==> src/rtl/fcs_pkg.sv <==
package fcs_pkg;

   // Action the shadow performs in the current cycle.
   typedef enum logic [1:0] {
      FCS_IDLE    = 2'd0,
      FCS_CAPTURE = 2'd1,
      FCS_RESTORE = 2'd2
   } fcs_op_e;

   // Number of saved fields: status, working, bank select.
   localparam int FCS_NUM_FIELDS = 3;

endpackage

==> src/rtl/fcs_arbiter.sv <==
module fcs_arbiter
   import fcs_pkg::*;
(
   input  logic    vec_irq,
   input  logic    call_fast,
   input  logic    ret_exec,
   input  logic    ret_is_fast,
   output fcs_op_e op
);

   logic capture_req;
   logic restore_req;

   assign capture_req = vec_irq | call_fast;
   assign restore_req = ret_exec & ret_is_fast;

   // A capture outranks a restore in the same cycle.
   always_comb begin
      if (capture_req)      op = FCS_CAPTURE;
      else if (restore_req) op = FCS_RESTORE;
      else                  op = FCS_IDLE;
   end

endmodule

==> src/rtl/fcs_shadow_field.sv <==
module fcs_shadow_field #(
   parameter int W = 8
) (
   input  logic         clk,
   input  logic         rst_n,
   input  logic         cap_en,
   input  logic [W-1:0] d,
   output logic [W-1:0] q
);

   if (W < 1) begin : g_bad_w
      $error("fcs_shadow_field: W must be at least 1");
   end

   always_ff @(posedge clk or negedge rst_n) begin
      if (!rst_n)      q <= '0;
      else if (cap_en) q <= d;
   end

endmodule

==> src/rtl/fcs_restore_stage.sv <==
module fcs_restore_stage #(
   parameter int TOTAL_W     = 21,
   parameter int RESTORE_LAT = 0
) (
   input  logic               clk,
   input  logic               rst_n,
   input  logic               fire,
   input  logic [TOTAL_W-1:0] shadow,
   output logic               load,
   output logic [TOTAL_W-1:0] data
);

   logic [TOTAL_W-1:0] gated;

   // Outputs stay zero unless a load is issued.
   assign gated = fire ? shadow : '0;

   if (RESTORE_LAT == 0) begin : g_comb
      assign load = fire;
      assign data = gated;
   end else begin : g_reg
      logic               load_q;
      logic [TOTAL_W-1:0] data_q;
      always_ff @(posedge clk or negedge rst_n) begin
         if (!rst_n) begin
            load_q <= 1'b0;
            data_q <= '0;
         end else begin
            load_q <= fire;
            data_q <= gated;
         end
      end
      assign load = load_q;
      assign data = data_q;
   end

endmodule

==> src/rtl/fast_ctx_shadow.sv <==
module fast_ctx_shadow
   import fcs_pkg::*;
#(
   parameter int STATUS_W    = 5,
   parameter int WREG_W      = 8,
   parameter int BSR_W       = 8,
   parameter int RESTORE_LAT = 0
) (
   input  logic                clk,
   input  logic                rst_n,
   input  logic [STATUS_W-1:0] live_status,
   input  logic [WREG_W-1:0]   live_wreg,
   input  logic [BSR_W-1:0]    live_bsr,
   input  logic                vec_irq,
   input  logic                call_fast,
   input  logic                ret_exec,
   input  logic                ret_is_fast,
   output logic                rest_load,
   output logic [STATUS_W-1:0] rest_status,
   output logic [WREG_W-1:0]   rest_wreg,
   output logic [BSR_W-1:0]    rest_bsr
);

   localparam int TOTAL_W = STATUS_W + WREG_W + BSR_W;
   localparam int OFS_ST  = 0;
   localparam int OFS_WR  = STATUS_W;
   localparam int OFS_BS  = STATUS_W + WREG_W;

   if (STATUS_W < 1 || WREG_W < 1 || BSR_W < 1) begin : g_bad_width
      $error("fast_ctx_shadow: every field width must be at least 1");
   end
   if (RESTORE_LAT < 0 || RESTORE_LAT > 1) begin : g_bad_lat
      $error("fast_ctx_shadow: RESTORE_LAT must be 0 or 1");
   end

   function automatic int fld_w(int idx);
      case (idx)
         0:       return STATUS_W;
         1:       return WREG_W;
         default: return BSR_W;
      endcase
   endfunction

   function automatic int fld_o(int idx);
      case (idx)
         0:       return OFS_ST;
         1:       return OFS_WR;
         default: return OFS_BS;
      endcase
   endfunction

   fcs_op_e            op;
   logic               cap_en;
   logic               fire;
   logic [TOTAL_W-1:0] live_bus;
   logic [TOTAL_W-1:0] shadow_bus;
   logic [TOTAL_W-1:0] rest_bus;

   assign live_bus = {live_bsr, live_wreg, live_status};

   fcs_arbiter u_arb (
      .vec_irq     (vec_irq),
      .call_fast   (call_fast),
      .ret_exec    (ret_exec),
      .ret_is_fast (ret_is_fast),
      .op          (op)
   );

   assign cap_en = (op == FCS_CAPTURE);
   assign fire   = (op == FCS_RESTORE);

   for (genvar g = 0; g < FCS_NUM_FIELDS; g++) begin : g_fld
      localparam int W = fld_w(g);
      localparam int O = fld_o(g);
      fcs_shadow_field #(.W(W)) u_field (
         .clk    (clk),
         .rst_n  (rst_n),
         .cap_en (cap_en),
         .d      (live_bus[O +: W]),
         .q      (shadow_bus[O +: W])
      );
   end

   fcs_restore_stage #(
      .TOTAL_W     (TOTAL_W),
      .RESTORE_LAT (RESTORE_LAT)
   ) u_rest (
      .clk    (clk),
      .rst_n  (rst_n),
      .fire   (fire),
      .shadow (shadow_bus),
      .load   (rest_load),
      .data   (rest_bus)
   );

   assign rest_status = rest_bus[OFS_ST +: STATUS_W];
   assign rest_wreg   = rest_bus[OFS_WR +: WREG_W];
   assign rest_bsr    = rest_bus[OFS_BS +: BSR_W];

endmodule

==> config.mk <==
export PLATFORM = sky130hd
export DESIGN_NAME = fast_ctx_shadow
export DESIGN_NICKNAME = d
export VERILOG_FILES = /design/src/rtl/fcs_pkg.sv /design/src/rtl/fcs_arbiter.sv /design/src/rtl/fcs_shadow_field.sv /design/src/rtl/fcs_restore_stage.sv /design/src/rtl/fast_ctx_shadow.sv
export SDC_FILE = /design/constraint.sdc
export NUM_CORES = 1
export LEC_CHECK = 0
export ABC_AREA = 1
export BUFFER_PORTS_ARGS = -buffer_cell sky130_fd_sc_hd__buf_2
export CAP_MARGIN = 20
export CORE_MARGIN = 8
export CORE_UTILIZATION = 40
export DETAILED_ROUTE_END_ITERATION = 6
export HOLD_SLACK_MARGIN = 0.1
export MAX_ROUTING_LAYER = met4
export PLACE_DENSITY = 0.83
export SYNTH_ARGS = -nofsm -noshare
export SYNTH_HDL_FRONTEND = slang
export SYNTH_HIERARCHICAL = 1
export SYNTH_SLANG_ARGS = --single-unit
==> constraint.sdc <==
create_clock -name clk -period 0.8 [get_ports clk]
set_input_delay 0.08 -clock clk [delete_from_list [all_inputs] [get_ports clk]]
set_output_delay 0.08 -clock clk [all_outputs]
set_load 0.05 [all_outputs]
Word-level counts from Yosys, hierarchy flattened:

Index checks and enable logic that the tools add are counted.

* flip-flop bits (word level): 21
* input bits: 27
* word-level logic and storage cells: 10
* output and inout bits: 22

* muxes and demuxes: 3
* bitwise gates (word level): 2
* equal/unequal tests: 2

Operators by type and width (count)
* $mux 21: 1
* $mux 2: 2
* $eq 2x1->1 const B: 1
* $eq 2x2->1 const B: 1
* $and 1x1->1: 1
* $or 1x1->1: 1

Longest topological paths before layout:

Gate-level depths: netlist (run 1).

* depth after elaboration: 5
* gate-level depth with buffers: 9
* gate-level depth less buffers: 7

Modules after synthesis:

Netlist (run 1), hierarchy kept.

Modules (own cells, without submodules)
* fcs_shadow_field (g_fld[1].u_field ...): cells each 34, instances 2, area an instance 305.3 um2
* fcs_restore_stage: cells each 45, instances 1, area an instance 187.7 um2
* fcs_shadow_field (g_fld[0].u_field): cells each 21, instances 1, area an instance 185.2 um2
* fcs_arbiter: cells each 6, instances 1, area an instance 31.3 um2
* fast_ctx_shadow: cells each 4, instances 1, area an instance 15.0 um2

Worst setup path after synthesis (run 1):

OpenSTA, ideal clock, no wires.

* kind: input to output
* from: input port vec_irq
* to: output port rest_bsr[0]
* arrival time: 1060 ps
* path slack: -340 ps
* cell stages on the path: 7
* cells stage by stage: inv_1 nand2_2 buf_4 nor2_1 buf_6 nand2_1 inv_1

* longest elaborated chain between the ends: 4

RTL lines
* from (decl): RTL line fast_ctx_shadow.sv:14 `input logic vec_irq,`
* $or 1x1->1: RTL line fcs_arbiter.sv:14 `assign capture_req = vec_irq | call_fast;`
* net u_arb.capture_req: RTL line fcs_arbiter.sv:11 `logic capture_req;`
* $mux 2: RTL line fcs_arbiter.sv:19 `if (capture_req) op = FCS_CAPTURE;`
* net op[0]: RTL line fast_ctx_shadow.sv:52 `fcs_op_e op;`
* $eq 2x2->1: RTL line fast_ctx_shadow.sv:70 `assign fire = (op == FCS_RESTORE);`
* net fire: RTL line fast_ctx_shadow.sv:54 `logic fire;`
* $mux 21: RTL line fcs_restore_stage.sv:16 `assign gated = fire ? shadow : '0;`
* to (decl): RTL line fast_ctx_shadow.sv:21 `output logic [BSR_W-1:0] rest_bsr`

The timed path passes the listed nets, and every way through them passes these cells.

Worst setup path in the final report (run 1):

* from: input port vec_irq
* to: output port rest_bsr[3]

* longest elaborated chain between the ends: 4

RTL lines (RTL line)
* $or 1x1->1: fcs_arbiter.sv:14
* $mux 2: fcs_arbiter.sv:19
* net op[0]: fast_ctx_shadow.sv:52
* $eq 2x2->1: fast_ctx_shadow.sv:70
* $mux 21: fcs_restore_stage.sv:16

The timed path passes the listed nets, and every way through them passes these cells.

==> results of run 1 <==
cells by family (layout without fill, tap and decap cells):
family,count (synthesis),after routing,share of synthesized area [%]
and+or+nand+nor,89,89,32.9
buffers and inverters,34,118,16.0
DFF,21,21,51.0
cell usage after synthesis:
master    n  area [sq um]
nand2_1  85           319
inv_1    25          93.8
dfrtp_1  21           526
buf_6     4          45.0
inv_2     3          11.3
buf_4     2          15.0
nor2_1    2          7.51
nand2_2   1          6.26
nor2_2    1          6.26
power groups by stage:
stage	combinational [W]	clock (W)	sequential, W
2_1_floorplan	0.000213	0	0.00123
3_3_place_gp	0.000332	0	0.00124
3_5_place_dp	0.000342	0	0.00124
4_1_cts	0.000442	0.000506	0.00122
5_1_grt	0.000628	0.000584	0.00126
6_report	0.000577	0.000508	0.00125
per-stage QoR:
stage | hold slack, ps | instance area, sq um | power (W) | worst slack [ps] | util, %
global placement | 49.2 | 1450 | 0.00157 | -434 | 58.9
floorplan | -216 | 1170 | 0.00144 | -130 | -
global route | 272 | 2120 | 0.00247 | -442 | 86.5
finish | 241 | 2120 | 0.00234 | -403 | 86.5
CTS | 258 | 1900 | 0.00217 | -360 | 77.3
detailed placement | 52.0 | 1450 | 0.00158 | -452 | 58.9
worst min-delay path by stage:
stage,start,endpoint,cells after the start
after floorplan,rst_n,g_fld[0].u_field/q[0],0
after detailed placement,rst_n,g_fld[0].u_field/q[1],1
after CTS,rst_n,g_fld[1].u_field/q[6],2
after global routing,rst_n,g_fld[0].u_field/q[1],2
final,rst_n,g_fld[0].u_field/q[1],2
after global placement,rst_n,g_fld[0].u_field/q[1],1
layer usage:
layer	GRT usage (%)	part of all wire, %	vias to the layer above
met4	10.7	4.2	0
met1	14.8	35	573
met5	-	0	-
li1	-	-	570
met2	25.6	56	52
met3	1.85	4.2	16
timing repair:
action / in CTS / in global routing
pin swaps: 1 / 6
setup buffers: 0 / 10
hold endpoints to repair: 42 / 0
endpoints found under the setup margin: 25 / 41
resized for setup: 61 / 35
hold buffers: 22 / 0
cloned: 0 / 2
layout make-up:
class                   instances  area [sq um]  area share [%]
clock buffers                   3          22.5            1.06
clock inverters                 1          5.00           0.236
inverters                      28           206            9.72
multi-input cells              89           460            21.7
flip-flops and latches         21           526            24.7
well taps                      30          37.5            1.77
repair buffers                 86           867            40.8
critical path, stage by stage:
cell,delay (ps)
buf_8,110
inv_12,50
nand2_8,50
nor2_4,90
inv_2,50
nor2_4,190
buf_12,170
nand2_1,90
clkinvlp_4,90
buf_8,140
==> impl_summary.md, run 1 <==
Status
The run finished, with violations left. The checks that failed: setup timing.

Placed design
The count of buffers added on input and output ports is 48. Once placement completed, the tool counted placed cells totaling between 200 and 250. At the end of routability-driven placement, the weighted congestion stood at 0.821. Detailed placement finished with a half-perimeter wire length of 1.90 mm.

Layout
The number of flip-flops in the largest register is 21. The total of fill cells in the finished design is 113. The non-filler instance count after layout is ~260. The leading cell type in the layout, fill and taps excluded is nand2_1.

The repair_antennas step left the layout with diodes totalling 0. The largest registers in the layout are g_fld.u_field/q (21). Compared with the post-synthesis result, the final layout area differs by 106%. More flip-flops sit in one register than any other, and that register is g_fld.u_field/q. In the final design database the tool counted 256 nets.

The ratio of cells with drive above 1 in the final layout is roughly half. Leaving out fill and tap cells, the most frequent cells in the layout are nand2_1, buf_2, dlygate4sd3_1.

Setup path
The worst setup path is captured at an output port. For the worst setup path, the data arrival time is around 1100 ps. The reg-to-reg setup timing slack is -20 ps. The number of cells on the worst reg-to-reg path is 3.

The worst setup path startpoint is vec_irq. For the worst setup path, the data required time is around 720 ps. In this run the critical register-to-register path is captured at g_fld[2].u_field/q[0]. In this run the critical register-to-register path is launched from g_fld[2].u_field/q[0]. Following the worst setup path forward leads to its endpoint at rest_bsr[3]. Along the worst path, the maximum fanout reaches 11. By startpoint and endpoint, the worst setup path is classified as in2out.

The type of origin of the critical path is an input port.

STA
The clock skew is 0 ps. The clock period minus final worst setup slack is 1200 ps. For the pin with the worst max-slew slack, the measured transition is between 400 and 500 ps. Setup repair after global routing could not meet its margin everywhere. The count of endpoints failing setup in the final report is 23.

Setup slack on the critical path of the routed design comes to -403 ps. The final-report max-slew violation count is 0. Based on the critical path, the design can be clocked at up to 0.831 GHz.

The total count of hold-check failures in the final report is 0. For the final routed database, the setup TNS stands at -8180 ps. Measured against its own limit, the worst slew margin works out to a little over two thirds. The final critical path takes up 150% of the cycle.

Routing
The detailed-route vias per instance is 4.69. The number of search-and-repair iterations in the first detailed-routing pass is 4. The overall routed net length is between 3 and 4 mm. In the final routed layout, each cell accounts on average for ~15 um. The detailed router finished its first iteration with between 80 and 90 violations.

Summing over every cut layer, the via total after detailed routing is 1211. In the routed design, unresolved DRC markers number 0. The detail route stage leaves a number of antenna-violating nets equal to 0.

Power
Dividing total power by cell area gives a power density of roughly 1100 nW/um^2. The clock power share is 21.7%. The maximum VDD drop is roughly 1.2 mV. In this run the static leakage power is 1.06 nW. The register share of total power is around 54%. The switching power of the nets is a little under 0.0007 W. The proportion of total power due to net switching is ~29%. The logic gate share of total power is roughly a quarter.

Cell internal power was estimated by the tool at between 0.0015 and 0.002 W.

Clocking
The clock drives 21 sinks. The maximum count of clock buffers along a single path is 2. The total CTS buffers is 3. The later pin in the worst-skew pair is clocked with a latency of approximately 290 ps. The CTS tree is yes. CTS placed an instance of clkbuf_4 at the clock tree root. The number of H-tree levels is 1. The clock-pin slew on the worst setup and hold paths is approximately 120 ps.

GRT
The number of global-route vias before repair was between 1000 and 1500. The first global-routing pass estimated 4.90 mm of wire. The overall track demand over capacity in global routing is between 10 and 15%. The number of antenna violations at the first check in global routing is 0.

For this run the aggregate overflow at the end of global routing stands at 0. The maximum number of pins on one net before global-route repair is 23.

Synthesis
The mean area per synthesized cell is 7.15 sq um. When the netlist entered floorplanning its net count stood at approximately 170. The netlist uses 9 different library cells. The cell area after technology mapping is between 1000 and 1500 sq um. The number of flip-flops and latches in the synthesized netlist is 21. The sequential fraction of the synthesis area is a little over 50%. After technology mapping, the gate count stands at ~140. The Yosys step of the flow raised 6 warnings.

Job
The tool flagged a number of max-cap violations equal to 0.

Floorplanning
Measured along the x axis, the die boundary spans between 60 and 70 um. The starting utilization of the core area is between 40% and 50%. After floorplanning, the core was divided into 18 placement rows. In this run the standard cell core region covers 2450 sq um.

The top-level port count is between 40 and 50. The y dimension of the die is 66.7 um. The floorplan step defined a die boundary enclosing about 4500 sq um.

Worst hold path
The tightest min-delay check is of the in2async type.
Note: power is estimated with default switching activity, not from simulation.
==> inputs of run 2 (changes only) <==
--- a/config.mk
+++ b/config.mk
@@ -5,15 +5,14 @@
 export SDC_FILE = /design/constraint.sdc
 export NUM_CORES = 1
 export LEC_CHECK = 0
-export ABC_AREA = 1
 export BUFFER_PORTS_ARGS = -buffer_cell sky130_fd_sc_hd__buf_2
 export CAP_MARGIN = 20
 export CORE_MARGIN = 8
-export CORE_UTILIZATION = 40
+export CORE_UTILIZATION = 41
 export DETAILED_ROUTE_END_ITERATION = 6
 export HOLD_SLACK_MARGIN = 0.1
 export MAX_ROUTING_LAYER = met4
-export PLACE_DENSITY = 0.83
+export PLACE_DENSITY = 0.84
 export SYNTH_ARGS = -nofsm -noshare
 export SYNTH_HDL_FRONTEND = slang
 export SYNTH_HIERARCHICAL = 1
==> impl_summary.md, run 2 <==
Synthesis
The sequential fraction of the synthesis area is 49.3% (was 51.0%). The post-synthesis cell count came to 73 (was 144). The count of distinct cell types in the synthesized netlist is 11 (was 9). The number of flip-flops and latches in the synthesized netlist was 21 (unchanged). The cell area after technology mapping is 1070 sq um (was 1030 sq um). Most instantiated cells after synthesis: dfrtp_1, mux2_4, and2_2 (was nand2_1, inv_1, dfrtp_1). The cell with the most instances after synthesis is dfrtp_1 (was nand2_1). The most used flip-flop cell after synthesis is dfrtp_1 (unchanged). The proportion of synthesized flip-flops having asynchronous set or reset was 100% (unchanged).

The mean area per synthesized cell is 14.6 sq um (was 7.15 sq um). The number of warnings reported in the yosys synthesis log is 6 (unchanged). The proportion of netlist area held by the largest area contributor is 49.3% (was 51.0%). The top cell type by total area after synthesis is dfrtp_1 (unchanged).

Cell types occupying the most area after synthesis: dfrtp_1, mux2_4, and2_2 (was dfrtp_1, nand2_1, inv_1). The net count after synthesis came to 100 (was 171). The count of flip-flops with a built-in enable after synthesis was 0 (unchanged).

Power
The leakage power of the design is 0.964 nW (was 1.06 nW). The switching power of the nets is 0.000541 W (was 0.000685 W). The clock power share came to 21.5% (was 21.7%).

The logic gate share of total power is 23.8% (was 24.7%). The power density relative to cell area came to 1180 nW/um^2 (was 1100 nW/um^2). The maximum VDD drop is 1.01 mV (was 1.24 mV). The register share of total power came to 54.6% (was 53.6%). The proportion of total power due to net switching is 24.0% (was 29.3%). The internal power component is 0.00171 W (was 0.00165 W).

Layout
The layout net count is 175 (was 256). The area added between synthesis and finish is 79.2% (was 106%). The number of flip-flops in the largest register is 21 (unchanged). The area of all sequential standard cells is 526 sq um (unchanged). The register with the highest flop count is g_fld.u_field/q (unchanged). The leading cell type in the layout, fill and taps excluded is buf_2 (was nand2_1). Most frequent cells in the layout: buf_2, dlygate4sd3_1 (was nand2_1, buf_2, dlygate4sd3_1). The cell area after layout is 1910 sq um (was 2120 sq um). The ratio of cells with drive above 1 in the final layout came to 70.1% (was 50.9%). Biggest registers after layout: g_fld.u_field/q (21) (unchanged).

The multi-input gate area in the final layout is 543 sq um (was 460 sq um). The antenna cell count came to 0 (unchanged). The non-filler instance count after layout was 177 (was 258). The total of fill cells in the finished design is 144 (was 113).

Clocking
The total CTS buffers came to 3 (unchanged). The CTS tree is yes (unchanged). The clock-pin slew on the worst setup and hold paths is 110 ps (was 120 ps). The insertion delay to the later sink of the worst-skew pair came to 290 ps (about the same). The number of H-tree levels was 1 (unchanged). The clock sink total is 21 (unchanged).

The maximum count of clock buffers along a single path was 2 (unchanged). The root cell of the clock tree is clkbuf_4 (unchanged).

STA
The final setup TNS is -12920 ps (was -8180 ps). Setup repair after global routing missed its margin: true (unchanged). The highest clock frequency the design can meet is 0.833 GHz (was 0.831 GHz).

The clock period minus final worst setup slack is 1200 ps (about the same). The final-report max-slew violation count is 0 (unchanged). The fraction of the cycle the final worst path needs is 150% (about the same).

The worst setup margin was -401 ps (was -403 ps). The normalized max-slew margin is 70.2% (about the same). The clock skew is 0 ps (unchanged). The total count of hold-check failures in the final report is 0 (unchanged).

The transition time of the tightest slew-check pin is 447 ps (was 448 ps). The count of endpoints failing setup in the final report is 43 (was 23).

Setup path
The worst reg2reg path endpoint is g_fld[2].u_field/q[4] (was g_fld[2].u_field/q[0]). The data arrival time of the critical path was 1120 ps (about the same). The launching point of the worst reg2reg path is g_fld[2].u_field/q[4] (was g_fld[2].u_field/q[0]). The type of origin of the critical path was an input port (unchanged).

The type of the setup path with the least slack is in2out (unchanged). The reg-to-reg setup timing slack came to 0 ps (was -20 ps). The path depth of the worst reg2reg path is 1 (was 3). The worst endpoint required time is 720 ps (about the same). The sort of element at the end of the critical path was an output port (unchanged). The largest fanout on the critical path came to 17 (was 11).

Routing
The remaining antenna violation count is 0 (unchanged). The detailed-route vias per instance came to 4.79 (was 4.69). The detailed router's first-iteration violation count came to 24 (was 81). The remaining design rule violation count came to 0 (unchanged). The overall routed net length was 3.24 mm (was 3.89 mm). The post-detailed-route wirelength per cell is 18.3 um (was 15.1 um). The routed via count is 847 (was 1211). The number of search-and-repair iterations in the first detailed-routing pass is 2 (was 4).

Placed design
The routability-driven placement congestion ratio is 0.743 (was 0.821). The HPWL after detailed placement is 1.83 mm (was 1.90 mm). The number of buffers inserted by port buffering is 48 (unchanged).

The placement-stage cell area is 1380 sq um (was 1450 sq um). The total instance count after detailed placement is 149 (was 220). The worst setup timing slack at the placement stage is -520 ps (was -452 ps).

GRT
The number of global-route vias before repair is 994 (was 1153). The number of antenna violations at the first check in global routing is 0 (unchanged). The maximum number of pins on one net before global-route repair is 22 (was 23).

The total global routing overflow is 0 (unchanged). The met2 track demand over resource is 29.0% (was 25.6%). The met3 routing resource usage after global routing is 2.35% (was 1.85%). The highest-utilization routing layer at the global route stage is met2 (unchanged). The overall track demand over capacity in global routing was 15.0% (was 14.7%). The first-pass GRT wire length was 4.89 mm (was 4.90 mm). The met1 layer usage reported by global route came to 14.3% (was 14.8%).

Floorplanning
The top-level port count is 49 (unchanged). The placeable core area is 2480 sq um (was 2450 sq um). The site row count is 18 (unchanged). The starting utilization of the core area is 43.0% (was 41.9%). The y dimension of the die is 67.0 um (was 66.7 um). The area of the die is 4490 sq um (was 4450 sq um). The horizontal die dimension is 67.0 um (was 66.7 um).

Status
Run status: finished with violations (unchanged). Violations in the final reports: setup timing (unchanged).

Job
The number of violations of the max-capacitance limit was 0 (unchanged).

Worst hold path
The worst hold path class is in2async (unchanged).
run 2: cell types whose count changed after synthesis, moves of 2 or more:
cell,before,now
mux2_2,0,5
inv_1,25,0
and2_1,0,6
mux2_4,0,16
inv_2,3,0
nor2_1,2,0
nand2_1,85,0
and2_2,0,15
run 2: what timing repair did:
| item | CTS | global route |
|---|---|---|
| hold endpoints to repair | 42 | 0 |
| gates cloned | 1 | 0 |
| buffers inserted | 1 | 0 |
| pin swaps | 1 | 0 |
| resized for setup | 73 | 2 |
| hold buffers | 22 | 0 |
| setup endpoints to repair | 43 | 43 |
run 2: power groups by stage:
stage                     clock network [W]  registers (W)  logic (W)
after floorplan                           0        0.00123   0.000261
after global placement                    0        0.00123   0.000365
after detailed placement                  0        0.00124   0.000375
after CTS                          0.000513        0.00122   0.000530
after global routing               0.000557        0.00124   0.000570
final                              0.000486        0.00123   0.000537
run 2: how the worst max path moves through the flow:
stage                         start                     to  cells after the start
after floorplan             vec_irq  g_fld[1].u_field/q[0]                      4
after global placement      vec_irq           rest_wreg[2]                      6
after detailed placement    vec_irq           rest_wreg[4]                      6
after CTS                 call_fast           rest_wreg[4]                      6
after global routing      call_fast            rest_bsr[7]                      6
final                     call_fast           rest_wreg[3]                      6
run 2: critical path, stage by stage:
cell and delay (ps):
buf_6 90, or2_4 240, and2b_2 260, buf_12 150, and2_4 160, buf_8 140
run 2: cell families after synthesis:
kind of cell / count (synthesis) / share of synthesized area, %
flops: 21 / 49.3
mux: 21 / 27.8
buf+inv: 6 / 5.63
simple gates: 25 / 17.3
run 2: area by class of cell:
class	instances	area share [%]
clock buffers	4	1.38
well taps	30	1.96
repair buffers	76	40.7
multi-input cells	46	28.4
flip-flops and latches	21	27.5
run 2: per-layer routing:
layer | wire length, um | vias up
li1 | - | 386
met3 | 165 | 6
met2 | 1820 | 32
met1 | 1210 | 423
met4 | 48 | 0
met5 | 0 | -
run 2: through the flow:
stage | total power [W] | hold WS [ps] | utilization (%)
6_report | 0.00225 | 255 | 77.1
5_1_grt | 0.00237 | 286 | 77.1
4_1_cts | 0.00227 | 259 | 77.1
3_5_place_dp | 0.00162 | 53.4 | 55.7
3_3_place_gp | 0.00160 | 45.0 | 55.7
2_1_floorplan | 0.00149 | -216 | -
==> inputs of run 3 (changes only) <==
--- a/config.mk
+++ b/config.mk
@@ -7,8 +7,10 @@
 export LEC_CHECK = 0
 export BUFFER_PORTS_ARGS = -buffer_cell sky130_fd_sc_hd__buf_2
 export CAP_MARGIN = 20
+export CELL_PAD_IN_SITES_DETAIL_PLACEMENT = 1
+export CELL_PAD_IN_SITES_GLOBAL_PLACEMENT = 2
 export CORE_MARGIN = 8
-export CORE_UTILIZATION = 41
+export CORE_UTILIZATION = 26
 export DETAILED_ROUTE_END_ITERATION = 6
 export HOLD_SLACK_MARGIN = 0.1
 export MAX_ROUTING_LAYER = met4
==> impl_summary.md, run 3 (same netlist as run 2, synthesis figures left out) <==
GRT
The met1 layer usage reported by global route is 9.27% (was 14.3%). The highest-utilization routing layer at the global route stage is met2 (unchanged). The first-pass GRT wire length is 4.55 mm (was 4.89 mm). The overall track demand over capacity in global routing came to 9.34% (was 15.0%). The number of global-route vias before repair is 931 (was 994). The met3 routing resource usage after global routing was 3.27% (was 2.35%).

The number of antenna violations at the first check in global routing is 0 (unchanged). The met2 track demand over resource is 17.7% (was 29.0%). The total global routing overflow was 0 (unchanged). The maximum number of pins on one net before global-route repair is 22 (unchanged).

STA
The clock skew is 0 ps (unchanged). The transition time of the tightest slew-check pin is 479 ps (was 447 ps). The total count of hold-check failures in the final report is 0 (unchanged).

The clock period minus final worst setup slack is 1200 ps (about the same). The worst setup margin is -404 ps (was -401 ps). Setup repair after global routing missed its margin: true (unchanged). The final-report max-slew violation count is 0 (unchanged). The normalized max-slew margin came to 68.1% (was 70.2%). The count of endpoints failing setup in the final report is 43 (unchanged). The hold slack came to 53.9 ps (was 255 ps). The fraction of the cycle the final worst path needs is 150% (about the same). The highest clock frequency the design can meet is 0.831 GHz (was 0.833 GHz).

Power
The power density relative to cell area is 1330 nW/um^2 (was 1180 nW/um^2). The maximum VDD drop is 1.18 mV (was 1.01 mV). The leakage power of the design is 0.891 nW (was 0.964 nW).

The overall power of the completed layout is 0.00237 W (was 0.00225 W).

Setup path
The data arrival time of the critical path is 1120 ps (about the same). The delay of the slowest cell on the worst path is 310 ps (was 260 ps). The type of the setup path with the least slack is in2out (unchanged).

The buffers plus inverters on the worst setup path is 3 (unchanged). Cell-by-cell trace of the critical path: buf_6 -> and4bb_2 -> and2b_2 -> buf_12 -> and2_4 -> buf_8 (was buf_6 -> or2_4 -> and2b_2 -> buf_12 -> and2_4 -> buf_8). The master of the slowest instance on the critical path is and4bb_2 (was and2b_2). The sort of element at the end of the critical path is an output port (unchanged).

The largest fanout on the critical path was 12 (was 17). The top cell family by delay on the critical path was simple AND/OR/NAND/NOR gates (unchanged). The worst endpoint required time is 720 ps (about the same). The type of origin of the critical path was an input port (unchanged).

Floorplanning
The area of the die is 6400 sq um (was 4490 sq um). The horizontal die dimension was 80.0 um (was 67.0 um). The y dimension of the die is 80.0 um (was 67.0 um). The top-level port count came to 49 (unchanged).

The site row count is 23 (was 18). The placeable core area is 3970 sq um (was 2480 sq um). The starting utilization of the core area is 26.8% (was 43.0%).

Routing
The number of search-and-repair iterations in the first detailed-routing pass is 2 (unchanged). The overall routed net length is 2.96 mm (was 3.24 mm). The post-detailed-route wirelength per cell came to 16.8 um (was 18.3 um).

The routed via count is 749 (was 847). The detailed router's first-iteration violation count is 9 (was 24). The remaining antenna violation count is 0 (unchanged). The remaining design rule violation count is 0 (unchanged). The detailed-route vias per instance is 4.26 (was 4.79).

Clocking
The clock-pin slew on the worst setup and hold paths is 70 ps (was 110 ps). The count of hold-fix buffers inserted at cts is 1 (was 22). The clock sink total is 21 (unchanged). The number of H-tree levels is 1 (unchanged). The CTS tree is yes (unchanged). The total CTS buffers is 3 (unchanged). The root cell of the clock tree is clkbuf_8 (was clkbuf_4). The insertion delay to the later sink of the worst-skew pair is 250 ps (was 290 ps).

The maximum count of clock buffers along a single path is 2 (unchanged).

Layout
The area added between synthesis and finish is 66.3% (was 79.2%). The cell area after layout came to 1770 sq um (was 1910 sq um). The ratio of cells with drive above 1 in the final layout is 81.0% (was 70.1%).

The register with the highest flop count is g_fld.u_field/q (unchanged). The layout net count is 154 (was 175). The number of flip-flops in the largest register is 21 (unchanged). The antenna cell count is 0 (unchanged). Biggest registers after layout: g_fld.u_field/q (21) (unchanged). Most frequent cells in the layout: buf_8, buf_2, mux2_4, dfrtp_1, and2_4 (was buf_2, dlygate4sd3_1).

Placed design
The HPWL after detailed placement is 2.17 mm (was 1.83 mm). The placement-stage cell area is 1420 sq um (was 1380 sq um). The worst setup timing slack at the placement stage is -540 ps (was -520 ps). The routability-driven placement congestion ratio is 0.648 (was 0.743). The number of buffers inserted by port buffering is 48 (unchanged).

Status
Run status: finished with violations (unchanged). Violations in the final reports: setup timing (unchanged).

Job
The number of violations of the max-capacitance limit came to 0 (unchanged).

Worst hold path
The worst hold path class is in2reg (was in2async).
run 3: cell count changes in the layout (fill, tap and decap cells not counted), sizes merged:
cell         delta
dlygate4sd3    -21
run 3: power by group:
| part | total (W) | switching (W) | internal [W] |
|---|---|---|---|
| Clock | 0.000680 | 0.000326 | 0.000354 |
| Combinational | 0.000456 | 0.000160 | 0.000296 |
| Sequential | 0.00123 | 0.0000641 | 0.00117 |
| Total | 0.00237 | 0.000550 | 0.00182 |
run 3: routing by layer:
metal | share of wire [%] | vias to the layer above
li1 | - | 341
met4 | 0 | 0
met3 | 6.7 | 0
met2 | 56 | 30
met1 | 38 | 378
met5 | 0 | -
run 3: stage by stage:
step | cells | utilization (%) | TNS, ps
2_1_floorplan | 73 | - | -12370
3_3_place_gp | 169 | 35.7 | -18940
3_5_place_dp | 169 | 35.7 | -19920
4_1_cts | 176 | 44.0 | -14710
5_1_grt | 176 | 44.6 | -15120
6_report | 176 | 44.6 | -14130
run 3: final timing paths:
| kind | startpoint | to | slack (ps) | cells past startpoint |
|---|---|---|---|---|
| max in group asynchronous | rst_n | g_fld[1].u_field/q[7] | 160 | 2 |
| max reg2reg | g_fld[0].u_field/q[4] | g_fld[0].u_field/q[4] | 20 | 1 |
| min in group asynchronous | rst_n | g_fld[0].u_field/q[1] | 310 | 2 |
| max | call_fast | rest_bsr[2] | -400 | 6 |
| min | live_wreg[2] | g_fld[1].u_field/q[2] | 50 | 2 |
| min reg2reg | g_fld[2].u_field/q[4] | g_fld[2].u_field/q[4] | 520 | 1 |
run 3: final cells by class:
class / instances / area [sq um]
Fill cell: 423 / 2200
Timing Repair Buffer: 55 / 599
Sequential cell: 21 / 526
Clock buffer: 4 / 45.0
Multi-Input combinational cell: 46 / 541
Tap cell: 50 / 62.6
run 3: what timing repair did:
| item | CTS | global route |
|---|---|---|
| pin swaps | 1 | 0 |
| cloned | 0 | 1 |
| resized for setup | 74 | 5 |
| endpoints found under the setup margin | 43 | 43 |
| endpoints found under the hold margin | 42 | 21 |
| setup buffers | 2 | 1 |
